$ cat src/rtl/efe_pkg.sv
package efe_pkg;
  localparam int BYTE_W = 8;
  localparam int CNT_W  = $clog2(BYTE_W + 1);

  typedef enum logic [2:0] {
    ST_IDLE, ST_SEL, ST_SEL_ACK, ST_WR, ST_WR_ACK, ST_RD, ST_RD_ACK
  } busStateT;

  // strobes from control to datapath
  typedef struct packed {
    logic clrCnt;
    logic loadTx;
    logic shiftTx;
    logic ackOn;
    logic relSda;
  } dpCtrlT;

  // events from datapath to control
  typedef struct packed {
    logic              startEv;
    logic              stopEv;
    logic              sclRise;
    logic              sclFall;
    logic              sdaBit;
    logic              byteFull;
    logic [BYTE_W-1:0] rxShift;
  } dpEvtT;
endpackage

$ cat src/rtl/efe_sync.sv
module efe_sync #(
  parameter int   STAGES  = 2,
  parameter logic RST_VAL = 1'b1
) (
  input  logic clk,
  input  logic rstN,
  input  logic din,
  output logic dout
);
  logic [STAGES-1:0] pipe;

  always_ff @(posedge clk or negedge rstN) begin
    if (!rstN) pipe <= {STAGES{RST_VAL}};
    else       pipe <= {pipe[STAGES-2:0], din};
  end

  assign dout = pipe[STAGES-1];
endmodule

$ cat src/rtl/efe_datapath.sv
module efe_datapath
  import efe_pkg::*;
#(
  parameter int SYNC_STAGES = 2
) (
  input  logic              clk,
  input  logic              rstN,
  input  logic              sclIn,
  input  logic              sdaIn,
  input  logic [BYTE_W-1:0] txByte,
  input  dpCtrlT            ctrl,
  output dpEvtT             evt,
  output logic              sdaOe
);
  logic sclS, sdaS, sclD, sdaD;
  logic [CNT_W-1:0]  cnt;
  logic [BYTE_W-1:0] rxShift, txShift;
  logic byteFull;

  efe_sync #(.STAGES(SYNC_STAGES), .RST_VAL(1'b1)) sclSync_i (
    .clk(clk), .rstN(rstN), .din(sclIn), .dout(sclS));
  efe_sync #(.STAGES(SYNC_STAGES), .RST_VAL(1'b1)) sdaSync_i (
    .clk(clk), .rstN(rstN), .din(sdaIn), .dout(sdaS));

  always_ff @(posedge clk or negedge rstN) begin
    if (!rstN) begin
      sclD <= 1'b1;
      sdaD <= 1'b1;
    end else begin
      sclD <= sclS;
      sdaD <= sdaS;
    end
  end

  assign byteFull = (cnt == CNT_W'(BYTE_W));

  // bit counter and receive shifter, both advanced on clock rise
  always_ff @(posedge clk or negedge rstN) begin
    if (!rstN) begin
      cnt     <= '0;
      rxShift <= '0;
    end else begin
      if (ctrl.clrCnt) cnt <= '0;
      else if (evt.sclRise && !byteFull) cnt <= cnt + 1'b1;
      if (evt.sclRise && !byteFull) rxShift <= {rxShift[BYTE_W-2:0], sdaS};
    end
  end

  // transmit shifter and open-drain enable
  always_ff @(posedge clk or negedge rstN) begin
    if (!rstN) begin
      txShift <= '0;
      sdaOe   <= 1'b0;
    end else begin
      if (ctrl.loadTx) begin
        txShift <= txByte;
        sdaOe   <= ~txByte[BYTE_W-1];
      end else if (ctrl.shiftTx) begin
        txShift <= {txShift[BYTE_W-2:0], 1'b0};
        sdaOe   <= ~txShift[BYTE_W-2];
      end else if (ctrl.ackOn) begin
        sdaOe   <= 1'b1;
      end else if (ctrl.relSda) begin
        sdaOe   <= 1'b0;
      end
    end
  end

  always_comb begin
    evt.startEv  = sclS & sclD & sdaD & ~sdaS;
    evt.stopEv   = sclS & sclD & ~sdaD & sdaS;
    evt.sclRise  = sclS & ~sclD;
    evt.sclFall  = ~sclS & sclD;
    evt.sdaBit   = sdaS;
    evt.byteFull = byteFull;
    evt.rxShift  = rxShift;
  end

  // pull-down engages only while the clock is low
  a_r11_drive_on_low: assert property (@(posedge clk) disable iff (!rstN)
    $rose(sdaOe) |-> !sclS);

  // counter never skips past a full byte
  a_r2_cnt_bounded: assert property (@(posedge clk) disable iff (!rstN)
    $past(byteFull) && !$past(ctrl.clrCnt) |-> byteFull);
endmodule

$ cat src/rtl/efe_control.sv
module efe_control
  import efe_pkg::*;
#(
  parameter logic [3:0] DEV_ID = 4'b1010
) (
  input  logic              clk,
  input  logic              rstN,
  input  dpEvtT             evt,
  input  logic [1:0]        chipSel,
  input  logic              progBusy,
  output dpCtrlT            ctrl,
  output busStateT          busState,
  output logic              selStrobe,
  output logic              selHiAddr,
  output logic              selRead,
  output logic              rxStrobe,
  output logic [BYTE_W-1:0] rxByte,
  output logic              txTake,
  output logic              stopStrobe
);
  busStateT nxtState;
  logic engaged, engNext, masterAck;
  logic selP, rxP, txP, stopP;
  logic idMatch;

  assign idMatch = (evt.rxShift[7:4] == DEV_ID) && (evt.rxShift[3:2] == chipSel);

  always_comb begin
    nxtState = busState;
    ctrl     = '0;
    selP     = 1'b0;
    rxP      = 1'b0;
    txP      = 1'b0;
    stopP    = 1'b0;
    engNext  = engaged;
    if (progBusy) begin
      nxtState    = ST_IDLE;
      ctrl.relSda = 1'b1;
      engNext     = 1'b0;
    end else if (evt.stopEv) begin
      nxtState    = ST_IDLE;
      ctrl.relSda = 1'b1;
      stopP       = engaged;
      engNext     = 1'b0;
    end else if (evt.startEv) begin
      nxtState    = ST_SEL;
      ctrl.clrCnt = 1'b1;
      ctrl.relSda = 1'b1;
    end else begin
      unique case (busState)
        ST_SEL: if (evt.sclFall && evt.byteFull) begin
          if (idMatch) begin
            nxtState   = ST_SEL_ACK;
            ctrl.ackOn = 1'b1;
            selP       = 1'b1;
            engNext    = 1'b1;
          end else begin
            nxtState   = ST_IDLE;
            engNext    = 1'b0;
          end
        end
        ST_SEL_ACK: if (evt.sclFall) begin
          ctrl.clrCnt = 1'b1;
          if (selRead) begin
            ctrl.loadTx = 1'b1;
            txP         = 1'b1;
            nxtState    = ST_RD;
          end else begin
            ctrl.relSda = 1'b1;
            nxtState    = ST_WR;
          end
        end
        ST_WR: if (evt.sclFall && evt.byteFull) begin
          ctrl.ackOn = 1'b1;
          rxP        = 1'b1;
          nxtState   = ST_WR_ACK;
        end
        ST_WR_ACK: if (evt.sclFall) begin
          ctrl.relSda = 1'b1;
          ctrl.clrCnt = 1'b1;
          nxtState    = ST_WR;
        end
        ST_RD: if (evt.sclFall) begin
          if (evt.byteFull) begin
            ctrl.relSda = 1'b1;
            nxtState    = ST_RD_ACK;
          end else begin
            ctrl.shiftTx = 1'b1;
          end
        end
        ST_RD_ACK: if (evt.sclFall) begin
          if (masterAck) begin
            ctrl.loadTx = 1'b1;
            ctrl.clrCnt = 1'b1;
            txP         = 1'b1;
            nxtState    = ST_RD;
          end else begin
            nxtState    = ST_IDLE;
          end
        end
        default: ;
      endcase
    end
  end

  always_ff @(posedge clk or negedge rstN) begin
    if (!rstN) begin
      busState   <= ST_IDLE;
      engaged    <= 1'b0;
      masterAck  <= 1'b0;
      selStrobe  <= 1'b0;
      selHiAddr  <= 1'b0;
      selRead    <= 1'b0;
      rxStrobe   <= 1'b0;
      rxByte     <= '0;
      txTake     <= 1'b0;
      stopStrobe <= 1'b0;
    end else begin
      busState   <= nxtState;
      engaged    <= engNext;
      selStrobe  <= selP;
      rxStrobe   <= rxP;
      txTake     <= txP;
      stopStrobe <= stopP;
      if (busState == ST_RD_ACK && evt.sclRise) masterAck <= ~evt.sdaBit;
      if (selP) begin
        selHiAddr <= evt.rxShift[1];
        selRead   <= evt.rxShift[0];
      end
      if (rxP) rxByte <= evt.rxShift;
    end
  end

  // a stop always lands in standby
  a_r1_stop_idle: assert property (@(posedge clk) disable iff (!rstN)
    evt.stopEv && !progBusy |=> busState == ST_IDLE);

  // busy forces standby
  a_r9_busy_idle: assert property (@(posedge clk) disable iff (!rstN)
    progBusy |=> busState == ST_IDLE && !selStrobe && !rxStrobe && !txTake);

  // a start moves to select reception
  a_r8_start_sel: assert property (@(posedge clk) disable iff (!rstN)
    evt.startEv && !progBusy |=> busState == ST_SEL);
endmodule

$ cat src/rtl/serial_mem_bus_front.sv
module serial_mem_bus_front
  import efe_pkg::*;
#(
  parameter int         SYNC_STAGES = 2,
  parameter logic [3:0] DEV_ID      = 4'b1010
) (
  input  logic       clk,
  input  logic       rstN,
  input  logic       sclIn,
  input  logic       sdaIn,
  input  logic [1:0] chipSel,
  input  logic       progBusy,
  input  logic [7:0] txByte,
  output logic       sdaPullLow,
  output logic       selStrobe,
  output logic       selHiAddr,
  output logic       selRead,
  output logic       rxStrobe,
  output logic [7:0] rxByte,
  output logic       txTake,
  output logic       stopStrobe
);
  dpCtrlT   ctrl;
  dpEvtT    evt;
  busStateT busState;

  efe_datapath #(.SYNC_STAGES(SYNC_STAGES)) dp_i (
    .clk(clk), .rstN(rstN), .sclIn(sclIn), .sdaIn(sdaIn),
    .txByte(txByte), .ctrl(ctrl), .evt(evt), .sdaOe(sdaPullLow));

  efe_control #(.DEV_ID(DEV_ID)) ctl_i (
    .clk(clk), .rstN(rstN), .evt(evt), .chipSel(chipSel),
    .progBusy(progBusy), .ctrl(ctrl), .busState(busState),
    .selStrobe(selStrobe), .selHiAddr(selHiAddr), .selRead(selRead),
    .rxStrobe(rxStrobe), .rxByte(rxByte), .txTake(txTake),
    .stopStrobe(stopStrobe));

  // a matched select is acknowledged at once
  a_r3_sel_acks: assert property (@(posedge clk) disable iff (!rstN)
    selStrobe |-> sdaPullLow);

  // a received data byte is acknowledged at once
  a_r5_rx_acks: assert property (@(posedge clk) disable iff (!rstN)
    rxStrobe |-> sdaPullLow);

  // a loaded byte puts its top bit on the wire
  a_r6_tx_msb: assert property (@(posedge clk) disable iff (!rstN)
    txTake |-> sdaPullLow == ~$past(txByte[7]));

  // released while the master answers a read byte
  a_r7_rd_ack_free: assert property (@(posedge clk) disable iff (!rstN)
    busState == ST_RD_ACK |-> !sdaPullLow);

  // no drive the cycle after busy
  a_r9_busy_quiet: assert property (@(posedge clk) disable iff (!rstN)
    progBusy |=> !sdaPullLow);

  // nothing driven under reset
  always @(posedge clk) if (!rstN) a_r10_reset_quiet: assert (!sdaPullLow);
endmodule

$ cat config.mk
export PLATFORM = sky130hd
export DESIGN_NAME = serial_mem_bus_front
export DESIGN_NICKNAME = d
export VERILOG_FILES = /design/src/rtl/efe_pkg.sv /design/src/rtl/efe_sync.sv /design/src/rtl/efe_datapath.sv /design/src/rtl/efe_control.sv /design/src/rtl/serial_mem_bus_front.sv
export SDC_FILE = /design/constraint.sdc
export NUM_CORES = 1
export LEC_CHECK = 0
export CAP_MARGIN = 20
export CORE_MARGIN = 8
export CORE_UTILIZATION = 40
export CTS_CLUSTER_SIZE = 40
export DETAILED_ROUTE_END_ITERATION = 10
export GPL_ROUTABILITY_DRIVEN = 1
export PLACE_DENSITY = 0.73
export SKIP_LAST_GASP = 1
export SYNTH_ARGS = -nofsm -noshare
export SYNTH_HDL_FRONTEND = slang
export SYNTH_SLANG_ARGS = --single-unit
$ cat constraint.sdc
create_clock -name clk -period 4.6 [get_ports clk]
set_clock_uncertainty 0.1 [all_clocks]
set_input_delay 0.46 -clock clk [delete_from_list [all_inputs] [get_ports clk]]
set_output_delay 0.46 -clock clk [all_outputs]
set_load 0.02 [all_outputs]
==> summary.txt <==
Synth
  • Yosys Warn Count: 0
  • Cell accounting for the most synthesized area: dfrtp_1
  • Yosys reg bits: 45
  • Top cells by count, synth: dfrtp_1 (39), mux2_2 (18), a21o_1 (7)
  • Area fraction of the dominant cell type after synthesis: 0.4815
  • Ys flop type: dfrtp_1
  • Post-synth EDFFs: 0
  • Library cells used by synthesis: 47
  • Most common cell in the synthesized netlist: dfrtp_1
  • Fraction of registers with async set/reset: 1.000
  • Synth Instances: 159
  • Syn_nets: 176
  • Largest cells by area after synthesis: dfrtp_1 (48%), mux2_2 (10%), dfstp_2 (7.8%), a22o_2 (3.0%), a21o_1 (2.6%)
  • Post-synthesis area per instance: 12.75 um^2
  • Post-Syn Area: 0.002027 mm^2
  • Seq/Total Area, Yosys: 0.5593

Worst setup path
  • Crit path cell chain: inv_1 -> ha_1 -> and3b_1 -> and3_1 -> nand4b_2 -> mux2_2
  • Worst reg2reg setup slack: 2.40 ns
  • Crit path capture type: register
  • Critical path class: reg -> reg
  • Crit path launch type: register
  • Crit Path Max Fanout: 9
  • CP max stage delay: 0.41 ns
  • Slowest CP cell: dfrtp_1
  • WP data required: 4.69 ns
  • Crit path arrival time: 2.28 ns

CTS
  • Clock Pin Slew Worst Setup and Hold Paths: 0.08 ns
  • H-tree depth: 2
  • Hold buffer count at cts: 0
  • Max clock buf depth: 2
  • # Post-CTS Setup Buffers: 0
  • Post-CTS sizing: 0
  • Root Driver: clkbuf_8
  • CTS tree: yes
  • # clock sinks: 45
  • CTS Buf Count: 5
  • Worst-Skew Late Latency: 0.30 ns

Floorplan
  • I/O pins: 30
  • Die Wd: 87.19 um
  • Die area: 0.007601 mm^2
  • # rows: 26
  • Die H: 87.19 um
  • Starting density of the core: 0.4046
  • Core area: 0.005010 mm^2

Status
  • Status: finished clean

Route
  • Pre-antenna DRT Iters: 4
  • Final ANT Viol Nets: 0
  • Via count: 1345
  • Final WL: 3995 um
  • # DRC: 0
  • Vias/cell: 5.114
  • Iteration-0 DRC Markers: 86
  • Post-DR wirelength/cell: 15.19 um

Timing
  • RSZ-0062 raised after global routing: no
  • Final Worst Setup Slack: 2.404 ns
  • Slew Viols, Final: 0
  • Final setup viols: 0
  • Worst slew pin tran: 0.5154 ns
  • TNS Setup: 0 ns
  • Number of hold violations in the final report: 0
  • Maximum clock rate: 455.3 MHz
  • Slew headroom: 0.6538
  • Post-route minimum period: 2.196 ns
  • Tcrit/Tclk final: 0.4775

Power and ir drop
  • Tot Pwr: 0.0009360 W
  • Pleak: 1.157 nW
  • Pwr dens: 373.1 mW/mm^2
  • Peak supply drop: 0.2209 mV

Global routing
  • Vias in the first global route: 1362
  • GRT overflow: 0
  • Initial antenna violation count: 0
  • First-pass GRT wire length: 6686 um
  • Overall routing resource usage: 0.1139
  • Largest net degree at the start of global routing: 46

Placed design
  • GPL Wtd Cong: 0.8835
  • Port Buffers: 29
  • DPL Wire Length: 2753 um
  • Pre-CTS setup slack: 2.126 ns

Finish
  • Nets@finish: 209
  • Share of layout cells above drive strength 1: 0.2487
  • Antenna cells: 0
  • Filler instances: 491
  • Syn-to-layout area delta: 23.77%

Worst hold path
  • Hold Path Class: in -> async

Job
  • Max-cap viol count: 0
==> state kept, by name, summed over array words and instances, names as in the netlist <==
name and flops:
ctl_i.stopStrobe 1, dp_i.sclD 1, ctl_i.masterAck 1, ctl_i.busState 3, dp_i.sdaD 1, ctl_i.selStrobe 1
dp_i.rxShift 8, dp_i.cnt 4, ctl_i.txTake 1, ctl_i.selRead 1, ctl_i.rxByte 8, dp_i.txShift 7
ctl_i.engaged 1, ctl_i.rxStrobe 1, dp_i.sclSync_i.pipe 2, dp_i.sdaSync_i.pipe 2, dp_i.sdaOe 1, ctl_i.selHiAddr 1
==> area by class of cell <==
cell class	instances	area, um^2	area share
well taps	70	87.58	0.03491
clock buffers	6	72.57	0.02893
multi-input cells	104	852.1	0.3397
repair buffers	30	305.3	0.1217
clock inverters	2	35.03	0.01397
flip-flops and latches	45	1134	0.4519
inverters	6	22.52	0.008978
==> cells by family (layout without fill, tap and decap cells) <==
group           count (synthesis)  in the layout  synth area share
mux                            20             20            0.1099
fa+ha+maj                       2              2           0.01234
compound gates                 30             30            0.1179
flops                          45             45            0.5593
xor+xnor                        6              6           0.02593
buf+inv                        10             44           0.02037
simple gates                   46             46            0.1543
==> power by group <==
group	switching [W]	leakage, nW	internal (W)	total, W
Sequential	0.0000530	0.586	0.000452	0.000505
Clock	0.000130	0.0552	0.000161	0.000291
Combinational	0.0000631	0.516	0.0000773	0.000140
Total	0.000246	1.16	0.000690	0.000936
==> metrics by stage <==
| step | utilization | cells | area [um^2] | hold slack, ns |
|---|---|---|---|---|
| after detailed placement | 0.4753 | 254 | 2381 | 0.2468 |
| after global placement | 0.4753 | 254 | 2381 | 0.2454 |
| after floorplan | - | 159 | 2027 | 0.06441 |
| final | 0.5007 | 263 | 2509 | 0.01117 |
| after CTS | 0.4968 | 262 | 2489 | 0.2591 |
| after global routing | 0.5007 | 263 | 2509 | 0.02932 |
==> routing by layer <==
layer | GRT usage | vias up | share of wire
li1 | - | 651 | -
met1 | 0.1459 | 644 | 0.47
met2 | 0.1693 | 44 | 0.43
met3 | 0.04057 | 6 | 0.085
met4 | 0.04688 | 0 | 0.016
met5 | 0 | - | 0
==> path summary, 6_finish.rpt <==
path,cells past startpoint,to,from
setup / recovery,6,ctl_i.rxByte[2],dp_i.cnt[0]
hold / removal,1,dp_i.rxShift[3],rstN
setup reg to reg,6,ctl_i.rxByte[2],dp_i.cnt[0]
hold reg to reg,0,dp_i.sclSync_i.pipe[1],dp_i.sclSync_i.pipe[0]
max in group asynchronous,2,dp_i.txShift[2],rstN
min in group clk,0,dp_i.sclSync_i.pipe[1],dp_i.sclSync_i.pipe[0]
==> worst max-delay path: cells and delay by family, from the launching register on <==
kind / cells / cell delay [ns]
muxes: 1 / 0.40
DFF: 1 / 0.41
adders and majority gates: 1 / 0.18
and+or+nand+nor: 3 / 0.90
buffers and inverters: 1 / 0.10
==> cell usage in the layout (no fill, tap or decap), types with 3 or more instances in the layout <==
master           Yosys  routed
nand2_1              6       6
clkdlybuf4s50_1      0      28
mux2_2              18      18
clkbuf_8             0       5
nand3b_1             4       4
inv_1                6       6
nor2_1               4       4
nand4_1              3       3
dfrtp_1             39      39
nand3_1              4       4
xor2_1               5       5
nor3_1               3       3
a21o_1               7       7
nor2b_1              4       4
a22o_2               6       6
dfstp_2              6       6
a21oi_1              5       5
No activity file was read; power rests on OpenSTA's default activity.
